File: config.mk
export PLATFORM = sky130hd
export DESIGN_NAME = bus_cmd_ctrl
export DESIGN_NICKNAME = d
export VERILOG_FILES = /design/src/rtl/bcc_pkg.sv /design/src/rtl/bcc_aen_timer.sv /design/src/rtl/bcc_seq.sv /design/src/rtl/bcc_drive.sv /design/src/rtl/bus_cmd_ctrl.sv
export SDC_FILE = /design/constraint.sdc
export NUM_CORES = 1
export LEC_CHECK = 0
export BUFFER_PORTS_ARGS = -buffer_cell sky130_fd_sc_hd__buf_4
export CORE_AREA = 2 2 44 46
export CTS_BUF_LIST = sky130_fd_sc_hd__clkbuf_8
export DETAILED_ROUTE_END_ITERATION = 10
export DIE_AREA = 0 0 46 48
export GPL_ROUTABILITY_DRIVEN = 0
export PLACE_DENSITY = 0.76
export SETUP_SLACK_MARGIN = 0.4
export SLEW_MARGIN = 20
export SYNTH_ARGS = -nofsm -noshare
export SYNTH_HDL_FRONTEND = slang
export SYNTH_HIERARCHICAL = 1
export SYNTH_SLANG_ARGS = --single-unit
export TNS_END_PERCENT = 20
File: constraint.sdc
create_clock -name clk -period 2.33 [get_ports clk]
set_input_delay 0.3495 -clock clk [delete_from_list [all_inputs] [get_ports clk]]
set_output_delay 0.3495 -clock clk [all_outputs]
set_load 0.01 [all_outputs]
File: src/rtl/bcc_pkg.sv
package bcc_pkg;

  typedef enum logic [2:0] {
    ST_ACK   = 3'b000,
    ST_IORD  = 3'b001,
    ST_IOWR  = 3'b010,
    ST_HALT  = 3'b011,
    ST_FETCH = 3'b100,
    ST_MRD   = 3'b101,
    ST_MWR   = 3'b110,
    ST_IDLE  = 3'b111
  } stat_e;

  typedef struct packed {
    logic mem_rd;
    logic mem_wr;
    logic io_rd;
    logic io_wr;
    logic ack;
    logic is_wr;
  } kind_t;

  localparam int PH_W = 2;
  localparam logic [PH_W-1:0] PH_LATE = 2'd2;

  function automatic kind_t decode_kind(input logic [2:0] s);
    kind_t k;
    k = '0;
    case (stat_e'(s))
      ST_ACK:           k.ack = 1'b1;
      ST_IORD:          k.io_rd = 1'b1;
      ST_IOWR:          begin k.io_wr = 1'b1; k.is_wr = 1'b1; end
      ST_FETCH, ST_MRD: k.mem_rd = 1'b1;
      ST_MWR:           begin k.mem_wr = 1'b1; k.is_wr = 1'b1; end
      default:          k = '0;
    endcase
    return k;
  endfunction

endpackage

File: src/rtl/bcc_aen_timer.sv
module bcc_aen_timer #(
  parameter int AEN_DLY = 2
) (
  input  logic clk,
  input  logic rst,
  input  logic aen_n_i,
  output logic aen_ok_o
);

  generate
    if (AEN_DLY == 0) begin : g_nodly
      logic unused_clk_rst;
      assign unused_clk_rst = clk | rst;
      assign aen_ok_o = ~aen_n_i;
    end else begin : g_cnt
      localparam int CW = $clog2(AEN_DLY + 1);
      localparam logic [CW-1:0] LIM = CW'(AEN_DLY);
      logic [CW-1:0] cnt_q;

      always_ff @(posedge clk) begin
        if (rst || aen_n_i) begin
          cnt_q <= '0;
        end else if (cnt_q != LIM) begin
          cnt_q <= cnt_q + 1'b1;
        end
      end

      assign aen_ok_o = (cnt_q == LIM);
    end
  endgenerate

endmodule

File: src/rtl/bcc_seq.sv
module bcc_seq
  import bcc_pkg::*;
(
  input  logic            clk,
  input  logic            rst,
  input  logic [2:0]      stat_i,
  output logic            act_nx_o,
  output logic [PH_W-1:0] ph_nx_o,
  output logic [2:0]      code_nx_o,
  output logic            start_nx_o,
  output logic            second_nx_o
);

  logic            act_q, pend_q, second_q;
  logic [PH_W-1:0] ph_q;
  logic [2:0]      code_q;
  logic            pend_nx;
  logic            passive;

  assign passive    = (stat_i == ST_IDLE);
  assign start_nx_o = ~act_q & ~passive;

  always_comb begin
    act_nx_o    = act_q;
    ph_nx_o     = ph_q;
    code_nx_o   = code_q;
    second_nx_o = second_q;
    pend_nx     = pend_q;
    if (passive) begin
      act_nx_o = 1'b0;
      ph_nx_o  = '0;
    end else if (!act_q) begin
      act_nx_o    = 1'b1;
      ph_nx_o     = '0;
      code_nx_o   = stat_i;
      second_nx_o = (stat_i == ST_ACK) & pend_q;
      pend_nx     = (stat_i == ST_ACK) & ~pend_q;
    end else if (ph_q != PH_LATE) begin
      ph_nx_o = ph_q + 1'b1;
    end
  end

  always_ff @(posedge clk) begin
    if (rst) begin
      act_q    <= 1'b0;
      ph_q     <= '0;
      code_q   <= ST_IDLE;
      pend_q   <= 1'b0;
      second_q <= 1'b0;
    end else begin
      act_q    <= act_nx_o;
      ph_q     <= ph_nx_o;
      code_q   <= code_nx_o;
      pend_q   <= pend_nx;
      second_q <= second_nx_o;
    end
  end

endmodule

File: src/rtl/bcc_drive.sv
module bcc_drive
  import bcc_pkg::*;
(
  input  logic            clk,
  input  logic            rst,
  input  logic            cen_i,
  input  logic            iob_i,
  input  logic            aen_ok_i,
  input  logic            act_nx_i,
  input  logic [PH_W-1:0] ph_nx_i,
  input  logic [2:0]      code_nx_i,
  input  logic            start_nx_i,
  input  logic            second_nx_i,
  output logic            mrdc_n_o,
  output logic            mwtc_n_o,
  output logic            amwc_n_o,
  output logic            iorc_n_o,
  output logic            iowc_n_o,
  output logic            aiowc_n_o,
  output logic            inta_n_o,
  output logic            ale_o,
  output logic            den_o,
  output logic            dt_r_o,
  output logic            mp_act_o
);

  kind_t k;
  logic  en, early, late, mem_g, io_g, io_kind, mem_kind;

  assign k        = decode_kind(code_nx_i);
  assign en       = act_nx_i & cen_i;
  assign early    = en & (ph_nx_i != '0);
  assign late     = en & (ph_nx_i == PH_LATE);
  assign mem_g    = aen_ok_i;
  assign io_g     = iob_i | aen_ok_i;
  assign io_kind  = k.io_rd | k.io_wr | k.ack;
  assign mem_kind = k.mem_rd | k.mem_wr;

  always_ff @(posedge clk) begin
    if (rst) begin
      mrdc_n_o  <= 1'b1;
      mwtc_n_o  <= 1'b1;
      amwc_n_o  <= 1'b1;
      iorc_n_o  <= 1'b1;
      iowc_n_o  <= 1'b1;
      aiowc_n_o <= 1'b1;
      inta_n_o  <= 1'b1;
      ale_o     <= 1'b0;
      den_o     <= 1'b0;
      dt_r_o    <= 1'b0;
      mp_act_o  <= 1'b0;
    end else begin
      mrdc_n_o  <= ~(early & mem_g & k.mem_rd);
      amwc_n_o  <= ~(early & mem_g & k.mem_wr);
      mwtc_n_o  <= ~(late & mem_g & k.mem_wr & ~amwc_n_o);
      iorc_n_o  <= ~(early & io_g & k.io_rd);
      aiowc_n_o <= ~(early & io_g & k.io_wr);
      iowc_n_o  <= ~(late & io_g & k.io_wr & ~aiowc_n_o);
      inta_n_o  <= ~(early & io_g & k.ack);
      ale_o     <= start_nx_i;
      dt_r_o    <= act_nx_i & k.is_wr;
      den_o     <= early & ((mem_g & mem_kind) | (~iob_i & io_g & io_kind));
      mp_act_o  <= iob_i ? (early & io_kind) : (act_nx_i & k.ack & second_nx_i);
    end
  end

endmodule

File: src/rtl/bus_cmd_ctrl.sv
module bus_cmd_ctrl
  import bcc_pkg::*;
#(
  parameter int AEN_DLY = 2
) (
  input  logic       clk,
  input  logic       rst,
  input  logic [2:0] stat_i,
  input  logic       aen_n_i,
  input  logic       cen_i,
  input  logic       iob_i,
  output logic       mrdc_n_o,
  output logic       mwtc_n_o,
  output logic       amwc_n_o,
  output logic       iorc_n_o,
  output logic       iowc_n_o,
  output logic       aiowc_n_o,
  output logic       inta_n_o,
  output logic       ale_o,
  output logic       den_o,
  output logic       dt_r_o,
  output logic       mce_pden_o,
  output logic       mem_oe_o,
  output logic       io_oe_o
);

  logic            aen_ok;
  logic            act_nx, start_nx, second_nx, mp_act;
  logic [PH_W-1:0] ph_nx;
  logic [2:0]      code_nx;

  bcc_aen_timer #(.AEN_DLY(AEN_DLY)) u_timer (
    .clk      (clk),
    .rst      (rst),
    .aen_n_i  (aen_n_i),
    .aen_ok_o (aen_ok)
  );

  bcc_seq u_seq (
    .clk         (clk),
    .rst         (rst),
    .stat_i      (stat_i),
    .act_nx_o    (act_nx),
    .ph_nx_o     (ph_nx),
    .code_nx_o   (code_nx),
    .start_nx_o  (start_nx),
    .second_nx_o (second_nx)
  );

  bcc_drive u_drive (
    .clk         (clk),
    .rst         (rst),
    .cen_i       (cen_i),
    .iob_i       (iob_i),
    .aen_ok_i    (aen_ok),
    .act_nx_i    (act_nx),
    .ph_nx_i     (ph_nx),
    .code_nx_i   (code_nx),
    .start_nx_i  (start_nx),
    .second_nx_i (second_nx),
    .mrdc_n_o    (mrdc_n_o),
    .mwtc_n_o    (mwtc_n_o),
    .amwc_n_o    (amwc_n_o),
    .iorc_n_o    (iorc_n_o),
    .iowc_n_o    (iowc_n_o),
    .aiowc_n_o   (aiowc_n_o),
    .inta_n_o    (inta_n_o),
    .ale_o       (ale_o),
    .den_o       (den_o),
    .dt_r_o      (dt_r_o),
    .mp_act_o    (mp_act)
  );

  // Dual pin polarity follows the mode strap; driver enables track the arbiter at once.
  assign mce_pden_o = iob_i ? ~mp_act : mp_act;
  assign mem_oe_o   = ~aen_n_i;
  assign io_oe_o    = iob_i | ~aen_n_i;

endmodule

# Word level (Yosys, flattened, before mapping)
# Cells that the tools add are included.
# word_totals
regBits,21
in_bits,8
output_inout_bits,13
elab_cells,100
# op_classes
eq_ne,10
mux,16
n_reduce_logical,7
bitwise,48
add_sub_neg,2
# op_table
op,n
bitwise AND 1 bit,27
inverter 1 bit,15
"equality test 3 bit, second input constant",4
two-way mux 1 bit,11
logical NOT 3 bit,2
two-way mux 2 bit,3
two-way mux 3 bit,2
OR 1 bit,6
"adder 2 x 1 -> 2 bit, second input constant",2
"equality test 2 bit, second input constant",2
"!= test 2 bit, second input constant",2
OR reduction 2 bit,2
"equality test 3 x 1 -> 1 bit, second input constant",1
"equality test 3 x 2 -> 1 bit, second input constant",1
AND reduction 2 bit,1
nonzero test 2 bit,1
logical OR 1 bit,1

# Longest topological paths before layout
# depth
ltp_word,10
mapped_depth,7
mapped_depth_nobuf,7

# Hierarchy
# The synthesis kept the hierarchy.
# by_module_without_submodules
module,cells_per_inst,instances,area_each_um2
bcc_drive,37,1,389.1
bcc_seq,38,1,359.1
bcc_aen_timer,10,1,105.1
bus_cmd_ctrl,3,1,18.8

# Worst setup path after synthesis
# Ideal clock, no wire load.
# synth_timing
path_type,input -> register
from,input stat_i[2]
to,register u_drive.mwtc_n_o
setup_time_ns,0.134
path_slack_ns,0.674
n_path_buf,1
stages,6
t_arrival_ns,1.522
required_ns,2.196
path_cell_list,and3_1 clkbuf_1 nor2_1 and4bb_2 nand3_1 or4_1
# synth_between
elab_chain_cells,8
elab_cells_between_ends,14
classes_between,3 x eq/ne; 5 x mux; 6 x bitwise
# synth_lines
item,line_no,text
start: declaration,bus_cmd_ctrl.sv:8,"input logic [2:0] stat_i,"
equality test 3 bit,bcc_seq.sv:20,assign passive = (stat_i == ST_IDLE);
two-way mux 2 bit,bcc_seq.sv:29,if (passive) begin
via ph_nx[0],bus_cmd_ctrl.sv:29,logic [PH_W-1:0] ph_nx;
equality test 2 bit,bcc_drive.sv:33,assign late = en & (ph_nx_i == PH_LATE);
bitwise AND 1 bit,bcc_drive.sv:33,
bitwise AND 1 bit (3 in a row),bcc_drive.sv:55,mwtc_n_o <= ~(late & mem_g & k.mem_wr & ~amwc_n_o);
inverter 1 bit,bcc_drive.sv:55,
end signal: assignment,bcc_drive.sv:55,
end: declaration,bcc_drive.sv:15,"output logic mwtc_n_o,"
# The timed path passes the listed nets, and every way through them passes these cells.
# A chain may end at the register's enable or synchronous reset.

# Worst setup path after layout
# layout_timing
from,register u_seq.ph_q[0]
to,register u_drive.mwtc_n_o
# layout_between
elab_chain_cells,10
elab_cells_between_ends,11
classes_between,1 x add/sub; 2 x eq/ne; 3 x mux; 5 x bitwise
# layout_lines
item,line_no,text
start: declaration,bcc_seq.sv:15,logic [PH_W-1:0] ph_q;
start signal: assignment,bcc_seq.sv:52,ph_q <= ph_nx_o;
adder 2 x 1 -> 2 bit / != test 2 bit (equally long branches),"bcc_seq.sv:39, bcc_seq.sv:38",
two-way mux 2 bit *,bcc_seq.sv:38,end else if (ph_q != PH_LATE) begin
two-way mux 2 bit *,bcc_seq.sv:32,end else if (!act_q) begin
two-way mux 2 bit *,bcc_seq.sv:29,
via ph_nx[1],bus_cmd_ctrl.sv:29,
equality test 2 bit *,bcc_drive.sv:33,
bitwise AND 1 bit *,bcc_drive.sv:33,
bitwise AND 1 bit * (3 in a row),bcc_drive.sv:55,
inverter 1 bit *,bcc_drive.sv:55,
# The timed path passes the listed nets; every way through them passes the cells marked *.

==> summary.txt <==
CTS
  – CTS sink cnt: 21
  – CTS tree: done
  – Clk root buf: clkbuf_8
  – Clk pin slew, worst setup/hold paths: 80 ps
  – Num CTS Buffers: 3
  – CTS Buffer Depth: 2
  – H-tree levels: 1
  – Worst skew pair latency: 260 ps

GRT
  – Total grt overflow: 0
  – Initial antenna violation count: 0
  – Pin count of the biggest net entering global routing: 17
  – Global-route wire length before repair: 2573 µm
  – Total GRT Usage: 16.58%
  – Vias in the first global route: 623

Yosys
  – Net Count, Synth: 99
  – Ys Warns: 6
  – Async set-reset flop share out of synthesis: 0%
  – Mapped Cells: 88
  – Synth Area in XOR/XNOR: 2.009%
  – Post-synthesis compound-gate area fraction: 11.91%
  – Synth Cell Area: 872.1 µm²
  – Flops & latches, synth: 21
  – Sequential fraction of the synthesis area: 48.21%
  – Synth cell types: 32
  – Top FF cell, synth: dfxtp_1
  – Mux cell area share after synthesis: 1.148%
  – EDFF count, synth: 0
  – Largest family of logic cells by synthesized area: simple AND/OR/NAND/NOR gates
  – Adder-Cell Fraction of Synth Area: 4.304%
  – Synth Area in Simple Gates: 28.12%
  – Syn Area/Cell: 9.910 µm²

Routing
  – First-pass detailed-route iteration total: 4
  – DR iter-0 viols: 9
  – Via count: 684
  – Wirelength per Cell: 12.86 µm
  – # DRC: 0
  – Vias per cell: 5.386
  – Final antenna-violating net count: 0
  – Routed wire length: 1633 µm

Timing
  – Min Clock Period, post-route: 1756 ps
  – Skew final: 6.827 ps
  – Final Hold Vio Count: 0
  – Setup TNS: 0 ps
  – Setup ws final: 573.7 ps
  – Worst slew margin: 71.41%
  – Peak Freq: 0.5694 GHz
  – # setup viols final: 0
  – Worst-Margin Slew: 426.9 ps
  – Unrepaired setup endpoints after global routing: no
  – Pins Over Slew Limit: 0
  – Final Cycle Share: 75.38%

Floorplan
  – Chip Width: 46 µm
  – Num rows: 15
  – Core Box Area: 0.001689 mm²
  – IO Pins: 21
  – Initial Utilization: 51.63%
  – Die area: 0.002208 mm²
  – Die height: 48 µm

Worst setup path
  – Crit path kind: reg -> reg
  – Crit path required time: 2460 ps
  – Worst reg2reg path depth: 7
  – Worst setup SP type: flip-flop
  – CP max FO: 2
  – Worst EP arrival: 1890 ps
  – Crit end category: flip-flop

Hold path
  – Worst hold path class: in -> reg
  – WHS Path Cells: 2

Flow run
  – Max cap viols: 0

Placed design
  – Post-Place Setup Slack: 479.6 ps
  – IO buf count: 20
  – Post-DP HPWL: 1224 µm

Finish
  – Ant. Diodes: 0
  – Layout fillers: 144
  – Layout cells sized above 1: 30.91%
  – Nets: 122
  – Synthesis-to-layout area growth: 23.39%
  – Most frequent cells in the layout: 20 x buf_4, 20 x dfxtp_1, 8 x nand2_1, 7 x nor2_1, 6 x inv_1

Power and ir drop
  – Pwr dens: 641.7 mW/mm²
  – Max rail drop VDD: 0.4286 mV
  – Static Leak: 0.0004289 µW

Outcome
  – Outcome: finished clean
## sequential cells by signal (all words and copies together), names as in the netlist
name / cells
u_drive/mrdc_n_o: 1
u_seq/pend_q: 1
u_timer/g_cnt.cnt_q: 2
u_drive/den_o: 1
u_seq/ph_q: 2
u_seq/second_q: 1
u_seq/act_q: 1
u_seq/code_q: 3
u_drive/dt_r_o: 1
u_drive/mp_act_o: 1
u_drive/inta_n_o: 1
u_drive/iowc_n_o: 1
u_drive/iorc_n_o: 1
u_drive/aiowc_n_o: 1
u_drive/mwtc_n_o: 1
u_drive/amwc_n_o: 1
u_drive/ale_o: 1
## layer usage
| metal | GRT usage [%] | up-vias | wire, µm | share of wire [%] |
|---|---|---|---|---|
| met5 | 0 | - | 0 | 0 |
| met4 | 8.571 | 0 | 12 | 0.73 |
| met3 | 3.396 | 2 | 76 | 4.7 |
| met2 | 27.78 | 17 | 825 | 51 |
| met1 | 20.05 | 317 | 719 | 44 |
| li1 | - | 348 | - | - |
## critical path, stage by stage (launching register included)
cell      delay, ps
dfxtp_1         310
inv_1            40
ha_1            260
nand2_1          70
nor2_1          160
and4bb_2        240
nand3_1          90
or4_1           470
## area by class of cell
| cell class | instances | area [µm²] | area share, % |
|---|---|---|---|
| multi-input combinational | 59 | 414.1 | 38.49 |
| timing repair buffer | 20 | 150.1 | 13.95 |
| clock buffer | 3 | 41.29 | 3.837 |
| clock inverter | 1 | 5.005 | 0.4651 |
| inverter | 6 | 22.52 | 2.093 |
| tap | 17 | 21.27 | 1.977 |
| sequential | 21 | 421.7 | 39.19 |
## path summary, 6_finish.rpt
| kind | from | to | slack [ps] |
|---|---|---|---|
| max | u_seq/ph_q[0] | u_drive/mwtc_n_o | 570 |
| min | aen_n_i | u_timer/g_cnt.cnt_q[1] | 280 |
| max reg2reg | u_seq/ph_q[0] | u_drive/mwtc_n_o | 570 |
| min reg2reg | u_drive/aiowc_n_o | u_drive/iowc_n_o | 460 |
## cells in the mapped netlist, drive strengths merged (2+ instances only)
cell type	instances	share of area, %
dfxtp	21	48
nand2	8	3.4
nor2	7	3.0
inv	6	2.6
a21oi	4	2.3
or2	4	2.9
ha	3	4.3
nor2b	3	3.0
nor3	3	1.7
nor3b	3	2.6
o22a	3	3.4
and4bb	2	2.9
nand3	2	1.1
nor4	2	2.2
xor2	2	2.0
## logic make-up (layout without fill, tap and decap cells)
group | count (synthesis) | count (layout)
multiplexers | 1 | 1
adder cells (fa/ha/maj) | 3 | 3
flip-flops | 21 | 21
AND/OR/NAND/NOR | 40 | 40
buffers and inverters | 8 | 30
XOR/XNOR | 2 | 2
AO/OA/AOI/OAI | 13 | 13
## per-stage QoR
step                hold slack, ps  power [µW]  utilization, %  instance area [µm²]  instances
floorplan                    413.8       433.6               -                872.1         88
global placement             431.9       464.8           60.89                 1028        123
detailed placement           441.3       468.4           60.89                 1028        123
CTS                          277.2       698.8           63.63                 1075        127
global route                 275.0       724.9           63.70                 1076        127
finish                       284.0       690.5           63.70                 1076        127
## timing repair
| action | in CTS | in global routing |
|---|---|---|
| resized for setup | 0 | 1 |
| endpoints found under the setup margin | 0 | 1 |
| hold buffers | 0 | 0 |
| buffers inserted | 0 | 0 |
## power by group
group | switching, µW | internal (µW) | total (µW)
sequential | 6.44 | 370 | 377
clock | 112 | 119 | 231
combinational | 44.3 | 38.9 | 83.3
total | 163 | 528 | 691
No activity file was read; power rests on OpenSTA's default activity.
